==> src/rtl/pwm_out_pkg.sv <==
package pwm_out_pkg;
  // Strobes from control to datapath
  typedef struct packed {
    logic carrier;  // chopping carrier level
    logic reload;   // prescaler reloads at the coming edge
  } chopStrobe_t;
endpackage

==> src/rtl/pwm_chop_ctrl.sv <==
module pwm_chop_ctrl
  import pwm_out_pkg::*;
#(
  parameter int DIV_WIDTH = 8
) (
  input  logic                 clk,
  input  logic                 rstN,
  input  logic [DIV_WIDTH-1:0] chopDiv,
  input  logic                 tripN,
  output chopStrobe_t          strobe,
  output logic                 tripStatus
);
  localparam int SYNC_STAGES = 2;

  logic [DIV_WIDTH-1:0]   preCnt;
  logic                   carrierQ;
  logic [SYNC_STAGES-1:0] tripSync;
  logic                   atReload;

  assign atReload = (preCnt == '0);

  // Prescaler: reload from chopDiv and toggle the carrier on each reload
  always_ff @(posedge clk or negedge rstN) begin
    if (!rstN) begin
      preCnt   <= '0;
      carrierQ <= 1'b0;
    end else if (atReload) begin
      preCnt   <= chopDiv;
      carrierQ <= ~carrierQ;
    end else begin
      preCnt   <= preCnt - 1'b1;
    end
  end

  // Trip level synchronizer for the status bit only
  always_ff @(posedge clk or negedge rstN) begin
    if (!rstN) tripSync <= '1;
    else       tripSync <= {tripSync[SYNC_STAGES-2:0], tripN};
  end

  assign strobe.carrier = carrierQ;
  assign strobe.reload  = atReload;
  assign tripStatus     = tripSync[SYNC_STAGES-1];

  // the carrier changes only on a reload
  p_carrier_hold_r4: assert property (@(posedge clk) disable iff (!rstN)
    !strobe.reload |=> $stable(strobe.carrier));
  p_carrier_flip_r4: assert property (@(posedge clk) disable iff (!rstN)
    strobe.reload |=> (strobe.carrier != $past(strobe.carrier)));
  // two-edge status lag
  p_status_lag_r9: assert property (@(posedge clk) disable iff (!rstN)
    ($past(rstN) && $past(rstN, 2)) |-> (tripStatus == $past(tripN, 2)));
endmodule

==> src/rtl/pwm_out_datapath.sv <==
module pwm_out_datapath
  import pwm_out_pkg::*;
#(
  parameter int NUM_PAIRS = 3
) (
  input  logic                   clk,
  input  logic                   rstN,
  input  logic [NUM_PAIRS-1:0]   rawHi,
  input  logic [NUM_PAIRS-1:0]   rawLo,
  input  logic [2*NUM_PAIRS-1:0] outEnable,
  input  logic [NUM_PAIRS-1:0]   crossEn,
  input  logic                   chopHiEn,
  input  logic                   chopLoEn,
  input  logic                   tripN,
  input  chopStrobe_t            strobe,
  output logic [NUM_PAIRS-1:0]   pinHi,
  output logic [NUM_PAIRS-1:0]   pinLo
);
  logic gateHi, gateLo;

  // Chopping gate per side: pass when chopping is off or the carrier is high
  assign gateHi = ~chopHiEn | strobe.carrier;
  assign gateLo = ~chopLoEn | strobe.carrier;

  for (genvar k = 0; k < NUM_PAIRS; k++) begin : g_pair
    logic selHi, selLo, actHi, actLo;

    // Crossover first
    assign selHi = crossEn[k] ? rawLo[k] : rawHi[k];
    assign selLo = crossEn[k] ? rawHi[k] : rawLo[k];

    // Chopping applies to the active phase only, then the enable
    assign actHi = selHi & gateHi & outEnable[2*k];
    assign actLo = selLo & gateLo & outEnable[2*k+1];

    // Unclocked trip override; pins are active low
    assign pinHi[k] = ~(actHi & tripN);
    assign pinLo[k] = ~(actLo & tripN);

    p_disabled_hi_r1: assert property (@(posedge clk) disable iff (!rstN)
      !outEnable[2*k] |-> pinHi[k]);
    p_disabled_lo_r1: assert property (@(posedge clk) disable iff (!rstN)
      !outEnable[2*k+1] |-> pinLo[k]);
    p_cross_r3: assert property (@(posedge clk) disable iff (!rstN)
      (tripN && crossEn[k] && outEnable[2*k] && !chopHiEn) |-> (pinHi[k] == !rawLo[k]));
    p_idle_off_r7: assert property (@(posedge clk) disable iff (!rstN)
      (!rawHi[k] && !rawLo[k]) |-> (pinHi[k] && pinLo[k]));
  end

  p_trip_off_r8: assert property (@(posedge clk) disable iff (!rstN)
    !tripN |-> (&pinHi && &pinLo));
endmodule

==> src/rtl/pwm_out_ctrl.sv <==
module pwm_out_ctrl
  import pwm_out_pkg::*;
#(
  parameter int NUM_PAIRS = 3,
  parameter int DIV_WIDTH = 8
) (
  input  logic                   clk,
  input  logic                   rstN,
  input  logic [NUM_PAIRS-1:0]   rawHi,
  input  logic [NUM_PAIRS-1:0]   rawLo,
  input  logic [2*NUM_PAIRS-1:0] outEnable,
  input  logic [NUM_PAIRS-1:0]   crossEn,
  input  logic [DIV_WIDTH-1:0]   chopDiv,
  input  logic                   chopHiEn,
  input  logic                   chopLoEn,
  input  logic                   tripN,
  output logic [NUM_PAIRS-1:0]   pinHi,
  output logic [NUM_PAIRS-1:0]   pinLo,
  output logic                   tripStatus
);
  chopStrobe_t strobe;

  pwm_chop_ctrl #(.DIV_WIDTH(DIV_WIDTH)) ctrl_i (
    .clk        (clk),
    .rstN       (rstN),
    .chopDiv    (chopDiv),
    .tripN      (tripN),
    .strobe     (strobe),
    .tripStatus (tripStatus)
  );

  pwm_out_datapath #(.NUM_PAIRS(NUM_PAIRS)) dp_i (
    .clk       (clk),
    .rstN      (rstN),
    .rawHi     (rawHi),
    .rawLo     (rawLo),
    .outEnable (outEnable),
    .crossEn   (crossEn),
    .chopHiEn  (chopHiEn),
    .chopLoEn  (chopLoEn),
    .tripN     (tripN),
    .strobe    (strobe),
    .pinHi     (pinHi),
    .pinLo     (pinLo)
  );
endmodule

==> config.mk <==
export PLATFORM = sky130hd
export DESIGN_NAME = pwm_out_ctrl
export DESIGN_NICKNAME = d
export VERILOG_FILES = /design/src/rtl/pwm_out_pkg.sv /design/src/rtl/pwm_chop_ctrl.sv /design/src/rtl/pwm_out_datapath.sv /design/src/rtl/pwm_out_ctrl.sv
export SDC_FILE = /design/constraint.sdc
export NUM_CORES = 1
export LEC_CHECK = 0
export BUFFER_PORTS_ARGS = -buffer_cell sky130_fd_sc_hd__buf_2
export CAP_MARGIN = 20
export CORE_MARGIN = 2
export CORE_UTILIZATION = 40
export CTS_BUF_LIST = sky130_fd_sc_hd__clkbuf_4 sky130_fd_sc_hd__clkbuf_8
export DETAILED_ROUTE_END_ITERATION = 12
export PLACE_DENSITY = 0.84
export SLEW_MARGIN = 10
export SYNTH_ARGS = -nofsm -noshare
export SYNTH_HDL_FRONTEND = slang
export SYNTH_SLANG_ARGS = --single-unit
==> constraint.sdc <==
create_clock -name clk -period 2.22 [get_ports clk]
set_input_delay 0.444 -clock clk [delete_from_list [all_inputs] [get_ports clk]]
set_output_delay 0.444 -clock clk [all_outputs]
set_load 0.02 [all_outputs]
Yosys cells after proc, flatten, opt, wreduce, memory -nomap -nowiden. Cells that the tools add are included.

Register bits: 11. Input bits: 28. Output and inout bits: 7. Word-level logic and storage cells: 41.

Add/sub/neg operators: 1. Multiplexer cells: 7. Bitwise gates (word level): 29. Reductions and logical operators: 1.

Operators with widths (count): $and 1x1->1 (18); $not 1->1 (9); $logic_not 8->1 (1); $mux 8 (1); $sub 8x1->8 const B (1); $mux 1 (6); $or 1x1->1 (2).

Logic depth before layout (Yosys ltp). Gate-level depths: netlist (run 1).

Depth after elaboration: 6. Depth in mapped cells: 6. Depth with buffers taken out: 5.

Cells and area by module. Synthesis (run 1) repeated with hierarchy kept, for this count alone.

Cells, all modules: 62. Area total of the unflattened synthesis: 641.9 um^2.

By module, submodules not included: pwm_chop_ctrl (instances 1, cells each 48, area each 524.3 um^2, sequential area each 277.8 um^2); pwm_out_datapath (instances 1, cells each 14, area each 117.6 um^2, sequential area each 0.0 um^2).

Worst setup path after synthesis (run 1). OpenSTA, ideal clock, no wires.

Path kind: register to register. Start: register ctrl_i.preCnt[5]. End: register ctrl_i.preCnt[3]. Data arrival time: 1.646 ns. Required time: 2.095 ns. Setup slack: 0.449 ns. Cell stages (with the launch flop): 5. Buffers on the path: 1. Path through: dfrtp_1 -> or4_1 -> clkbuf_2 -> or3_4 -> mux2_4.

Word-level cells in the longest chain between the ends: 2.

Ends and longest elaborated chain: start: declaration (RTL line pwm_chop_ctrl.sv:15) `logic [DIV_WIDTH-1:0] preCnt;`; start signal: assignment (RTL line pwm_chop_ctrl.sv:28) `preCnt <= chopDiv;`; start signal: assignment (RTL line pwm_chop_ctrl.sv:31) `preCnt <= preCnt - 1'b1;`; $logic_not 8->1 (RTL line pwm_chop_ctrl.sv:20) `assign atReload = (preCnt == '0);`; $mux 8 (RTL line pwm_chop_ctrl.sv:27) `end else if (atReload) begin`.

Every way passes these cells. A chain may end at the register's enable or synchronous reset.

Worst setup path after layout (run 1).
Start: register ctrl_i.preCnt[4]. End: register ctrl_i.preCnt[3].

Same word-level chain as after synthesis.

==> impl_metrics.tcl, run 1 <==
set metrics [dict create \
    status "finished clean" \
    switching_share_pct 34.66 \
    crit_required_ns 2.38 \
    async_reset_ff_share_pct 100.0 \
    reg2regPathDepth 3 \
    initial_core_util_pct 42.61 \
    maxCapViolations 0 \
    path_buf_inv 0 \
    regToRegEndpoint "ctrl_i.preCnt[3]$_DFF_PN0_" \
    end_kind "flip-flop" \
    cp_max_fo 8 \
    use_met1_pct 18.06 \
    slew_headroom_pct 74.96 \
    cts_hold_buf 0 \
    hold_path_class "in2async" \
    drcViolationCount 0 \
    htreeDepth 1 \
    synth_flop_cell "dfrtp_1" \
    setup_tns_ns 0 \
    die_area_um2 1921 \
    vdd_drop_max_uv 470.3 \
    rrSetupSlack_ns 0.33 \
    drtIter0Drc 2 \
    yosysTopAreaCell "dfrtp_1" \
    p_sw_w 0.0002544 \
    worst_hold_slack_ns 0.03104 \
    grt_first_pass_wirelength_mm 2.221 \
    fin_crit_sh_pct 85.01 \
    clk-insertion-delay-late_ns 0.27 \
    path_cells "or4_1, or3_4, mux2_4" \
    nets 127 \
    die_w_um 43.83 \
    p_leak_nw 0.3903 \
    critPathTopFamily "simple AND/OR/NAND/NOR gates" \
    synth_xor_area_share_pct 2.761 \
    rows 14 \
    syn_area_um2 634.4 \
    grt_max_degree 12 \
    worst_slew_pin_slew_ns 0.3723 \
    drtAntennaViolNets 0 \
    coreArea_um2 1489 \
    comb_power_share_pct 32.0 \
    crit_start "ctrl_i.preCnt[4]$_DFF_PN0_" \
    path_clk_slew_ns 0.07 \
    cp-start-kind "flip-flop" \
    synth_top_area_share_pct 35.50 \
    yosysWarnings 0 \
    synth-compound-area-share_pct 9.665 \
    num_io_pins 35 \
    regToRegStartpoint "ctrl_i.preCnt[4]$_DFF_PN0_" \
    grt_pass1_vias 561 \
    antenna_found_initial 0 \
    synth_enable_flop_cells 0 \
    vias 597 \
    drtPass1Iterations 3 \
    cellInternalPower_w 0.0004796 \
    dp_hpwl_mm 1.070 \
    pwr-share-clk_pct 20.0 \
    ys_seq_area_share_pct 43.79 \
    globalRouteMet3Util_pct 4.167 \
    drt_wl_total_mm 1.343 \
    tritoncts "done" \
    cpPeakStageDelay_ns 0.68 \
    die_h_um 43.83 \
    area_growth_pct 32.54 \
    arrival_ns 2.04 \
    via_per_inst 5.283 \
    numPortBuffers 34 \
    finalClockSkew_ns 0.001217 \
    diodes 0 \
    syn_area_per_cell_um2 10.23 \
    seqPwrFrac_pct 48.0 \
    crit_end "ctrl_i.preCnt[3]$_DFF_PN0_" \
    clk_path_buf_depth 2 \
    root_buffer "clkbuf_4" \
    synthDistinctLibCells 25 \
    powerDensity_nw_per_um2 873.0 \
    synth_top_family_by_area "simple AND/OR/NAND/NOR gates" \
    drive_above_1_share_pct 52.58 \
    synthMuxAreaShare_pct 18.15 \
    cpMaxStageDelayCell "or4_1" \
    finalHoldViolCount 0 \
    cts_resized 0 \
    cp.depth 3 \
    cts_buffers 3 \
    ys_ff_latch 11 \
    gp_congestion 0.8665 \
    wl_per_cell_um 11.88 \
    netlist_top_cells_area "dfrtp_1, mux2_2, dfstp_2" \
    grt_use_total_pct 16.61 \
    path_class "reg2reg" \
    yosys.area_share.simple_pct 19.72 \
    use_met2_pct 27.35 \
    setup_viol 0 \
    fin_crit_ns 1.887 \
    slew_viol_final 0 \
    cts_setup_buffers 0 \
    grt.busiest_layer "met2" \
    grt-ovfl-total 0 \
    syn_inst 62 \
    fmax_ghz 0.5299 \
    cts.sinks 11 \
    synth_fa_ha_area_share_pct 1.972 \
    rsz0062_at_grt "no" \
    synth_nets 91 \
]
layout make-up:
class / instances / area, um2
well taps: 16 / 20.02
inverters: 3 / 11.26
clock buffers: 4 / 30.03
fillers: 133 / 648.1
multi-input cells: 45 / 331.6
flip-flops and latches: 11 / 277.8
repair buffers: 34 / 170.2
sequential cells by signal (all words and copies together) (netlist names):
| register | flops |
|---|---|
| ctrl_i.preCnt | 8 |
| ctrl_i.tripSync | 2 |
| ctrl_i.carrierQ | 1 |
per-layer routing:
| metal | vias up | share of wire, % | wire (um) |
|---|---|---|---|
| met1 | 259 | 41 | 549 |
| met3 | 5 | 9.3 | 125 |
| met5 | - | 0 | 0 |
| li1 | 299 | - | - |
| met2 | 34 | 47 | 626 |
| met4 | 0 | 3.1 | 42 |
synth_stat cells (2+ instances only):
| library cell | instances |
|---|---|
| dfrtp_1 | 9 |
| nand3_1 | 6 |
| or3_1 | 2 |
| nor2_1 | 2 |
| inv_1 | 3 |
| a21boi_0 | 2 |
| o21ai_0 | 4 |
| nor4_1 | 2 |
| nand2b_1 | 2 |
| o31ai_1 | 2 |
| mux2_2 | 8 |
| xnor2_1 | 2 |
| dfstp_2 | 2 |
| nor3_1 | 5 |
placed cells by master, fill, tap and decap left out:
master / instances
a21boi_0: 2
a21oi_1: 1
a31oi_1: 1
buf_2: 34
clkbuf_4: 4
dfrtp_1: 9
dfstp_2: 2
ha_1: 1
inv_1: 3
mux2_2: 8
mux2_4: 1
mux2i_1: 1
nand2b_1: 2
nand3_1: 6
nor2_1: 2
nor3_1: 5
nor4_1: 2
o21ai_0: 4
o31ai_1: 2
or2_2: 1
or3_1: 2
or3_4: 1
or4_1: 1
xnor2_1: 2
worst register-to-register path, cell delays in order, from the launching register on:
cell and delay, ns:
dfrtp_1 0.39, or4_1 0.69, or3_4 0.40, mux2_4 0.30
stage by stage:
step | total power, W | std cells | setup WS (ns) | util (%) | instance area (um2)
after floorplan | 0.0005172 | 62 | 0.4488 | - | 634.4
after CTS | 0.0007437 | 113 | 0.3402 | 56.47 | 840.8
after global placement | 0.0005727 | 109 | 0.3904 | 54.45 | 810.8
after global routing | 0.0007907 | 113 | 0.2359 | 56.47 | 840.8
final | 0.0007340 | 113 | 0.3327 | 56.47 | 840.8
after detailed placement | 0.0005904 | 109 | 0.3485 | 54.45 | 810.8
cell families (layout without fill, tap and decap cells):
logic type	count (synthesis)	after routing
adder cells (fa/ha/maj)	1	1
AO/OA/AOI/OAI	10	10
multiplexers	10	10
buffers and inverters	6	41
AND/OR/NAND/NOR	22	22
flip-flops	11	11
XOR/XNOR	2	2
how the worst min path moves through the flow:
| stage | start | depth (start not counted) | slack (ns) | end |
|---|---|---|---|---|
| 2_1_floorplan | rstN | 0 | 0.15 | ctrl_i.carrierQ$_DFFE_PN0P_ |
| 3_3_place_gp | rstN | 1 | 0.32 | ctrl_i.preCnt[7]$_DFF_PN0_ |
| 3_5_place_dp | rstN | 1 | 0.32 | ctrl_i.preCnt[7]$_DFF_PN0_ |
| 4_1_cts | rstN | 1 | 0.03 | ctrl_i.preCnt[7]$_DFF_PN0_ |
| 5_1_grt | rstN | 1 | 0.04 | ctrl_i.preCnt[7]$_DFF_PN0_ |
| 6_report | rstN | 1 | 0.03 | ctrl_i.preCnt[7]$_DFF_PN0_ |
power groups by stage:
stage | registers, W | clock network [W] | logic (W)
2_1_floorplan | 0.000319 | 0 | 0.000198
3_3_place_gp | 0.000343 | 0 | 0.000229
3_5_place_dp | 0.000355 | 0 | 0.000235
4_1_cts | 0.000351 | 0.000155 | 0.000237
5_1_grt | 0.000363 | 0.000163 | 0.000265
6_report | 0.000352 | 0.000146 | 0.000235
Power figures use the tool's default switching activity.
==> run 2: changes to the inputs <==
Settings changed: CELL_PAD_IN_SITES_DETAIL_PLACEMENT from default to 0, CELL_PAD_IN_SITES_GLOBAL_PLACEMENT from default to 1, CORE_ASPECT_RATIO from default to 1.4, CORE_UTILIZATION 40 to 32, PLACE_DENSITY 0.84 to 0.91.
==> impl_metrics.tcl, run 2 (synthesized netlist as in run 1, its figures left out) <==
set metrics [dict create \
    worst_slew_pin_slew_ns 0.3755 \
    drcViolationCount 0 \
    largest_reg_flops 8 \
    fin_crit_sh_pct 85.78 \
    area_growth_pct 33.14 \
    cts_resized 0 \
    die_w_um 41.63 \
    diodes 0 \
    cts.sinks 11 \
    worst_hold_slack_ns 0.02096 \
    grt_pass1_vias 614 \
    crit_required_ns 2.38 \
    clk_path_buf_depth 2 \
    vdd_drop_max_uv 487.6 \
    grt_first_pass_wirelength_mm 2.484 \
    drt_wl_total_mm 1.402 \
    fin_crit_ns 1.904 \
    drtIter0Drc 14 \
    coreArea_um2 1926 \
    slew_headroom_pct 74.74 \
    cts_setup_buffers 0 \
    wl_per_cell_um 11.88 \
    rsz0062_at_grt "no" \
    cpMaxStageDelayCell "or4_1" \
    status "finished clean" \
    dp_hpwl_mm 1.108 \
    finalClockSkew_ns 0.0004055 \
    p_leak_nw 0.3896 \
    grt_max_degree 12 \
    tritoncts "done" \
    final_common_cell "buf_2" \
    cpPeakStageDelay_ns 0.67 \
    powerDensity_nw_per_um2 865.1 \
    largest-register "ctrl_i.preCnt" \
    vias 602 \
    gp_congestion 0.7533 \
    via_per_inst 5.102 \
    setup_tns_ns 0 \
    fill_cells 187 \
    final_cells 118 \
    drtPass1Iterations 4 \
    die_area_um2 2360 \
    end_kind "flip-flop" \
    finalHoldViolCount 0 \
    root_buffer "clkbuf_4" \
    largest_registers "ctrl_i.preCnt (8), ctrl_i.tripSync (2), ctrl_i.carrierQ (1)" \
    path_cells "or4_1, nor3_1, mux2_2" \
    regToRegEndpoint "ctrl_i.preCnt[0]$_DFF_PN0_" \
    maxCapViolations 0 \
    slew_viol_final 0 \
    grt-ovfl-total 0 \
    regToRegStartpoint "ctrl_i.preCnt[5]$_DFF_PN0_" \
    dp_cells 114 \
    num_io_pins 35 \
    drtAntennaViolNets 0 \
    hold_path_class "in2async" \
    rows 19 \
    path_clk_slew_ns 0.07 \
    cts_hold_buf 0 \
    numPortBuffers 34 \
    grt_use_total_pct 13.63 \
    cp-start-kind "flip-flop" \
    reg2regPathDepth 3 \
    path_class "reg2reg" \
    cp_max_fo 8 \
    setup_viol 0 \
    p_total_w 0.0007306 \
    fmax_ghz 0.5251 \
    clk-insertion-delay-late_ns 0.27 \
    arrival_ns 2.07 \
    initial_core_util_pct 32.94 \
    cts_buffers 3 \
    nets 127 \
    final_cell_mix "buf_2, dfrtp_1, mux2_2" \
    antenna_found_initial 0 \
    crit_start "ctrl_i.preCnt[5]$_DFF_PN0_" \
    die_h_um 56.68 \
    rrSetupSlack_ns 0.32 \
    htreeDepth 1 \
    drive_above_1_share_pct 52.58 \
]
==> run 2: changes by cell type in the layout (fill, tap and decap cells not counted) <==
cell	before	now
clkinv_2	0	1
clkbuf_4	4	3
==> run 2: layout make-up <==
class	count	area, um2	area share, %
clock buffer	3	22.52	2.667
clock inverter	1	5.005	0.5926
inverter	3	11.26	1.333
multi-input combinational	45	331.6	39.26
sequential	11	277.8	32.89
tap	21	26.28	3.111
timing repair buffer	34	170.2	20.15
==> run 2: power breakdown <==
| group | switching [W] | total, W | internal [W] |
|---|---|---|---|
| combinational | 0.000120 | 0.000242 | 0.000122 |
| clock | 0.0000709 | 0.000138 | 0.0000669 |
| sequential | 0.0000731 | 0.000351 | 0.000278 |
==> run 2: worst max-delay path by stage <==
stage,to,slack (ns),cells after the start
after floorplan,ctrl_i.preCnt[3]$_DFF_PN0_,0.45,4
after global placement,ctrl_i.preCnt[3]$_DFF_PN0_,0.39,3
after detailed placement,ctrl_i.preCnt[0]$_DFF_PN0_,0.32,3
after CTS,ctrl_i.preCnt[0]$_DFF_PN0_,0.30,3
after global routing,ctrl_i.preCnt[0]$_DFF_PN0_,0.19,3
final,ctrl_i.preCnt[0]$_DFF_PN0_,0.32,3
==> run 2: worst max-delay path, delay by kind of cell (launching register included) <==
kind	cells	cell delay (ns)
and+or+nand+nor	2	1.01
DFF	1	0.41
muxes	1	0.37
==> run 2: routing by layer <==
| layer | GRT usage (%) | share of wire, % | vias up |
|---|---|---|---|
| met4 | 7.834 | 1.6 | 0 |
| met5 | 0 | 0 | - |
| met3 | 2.894 | 8.4 | 4 |
| met2 | 23.66 | 53 | 30 |
| li1 | - | - | 297 |
| met1 | 14.95 | 37 | 271 |
==> run 2: stage by stage <==
stage	util [%]	area [um2]	setup slack (ns)
6_report	43.86	844.6	0.3156
5_1_grt	43.86	844.6	0.1919
4_1_cts	43.86	844.6	0.3027
3_5_place_dp	42.43	817.0	0.3165
3_3_place_gp	42.43	817.0	0.3923
2_1_floorplan	-	634.4	0.4488
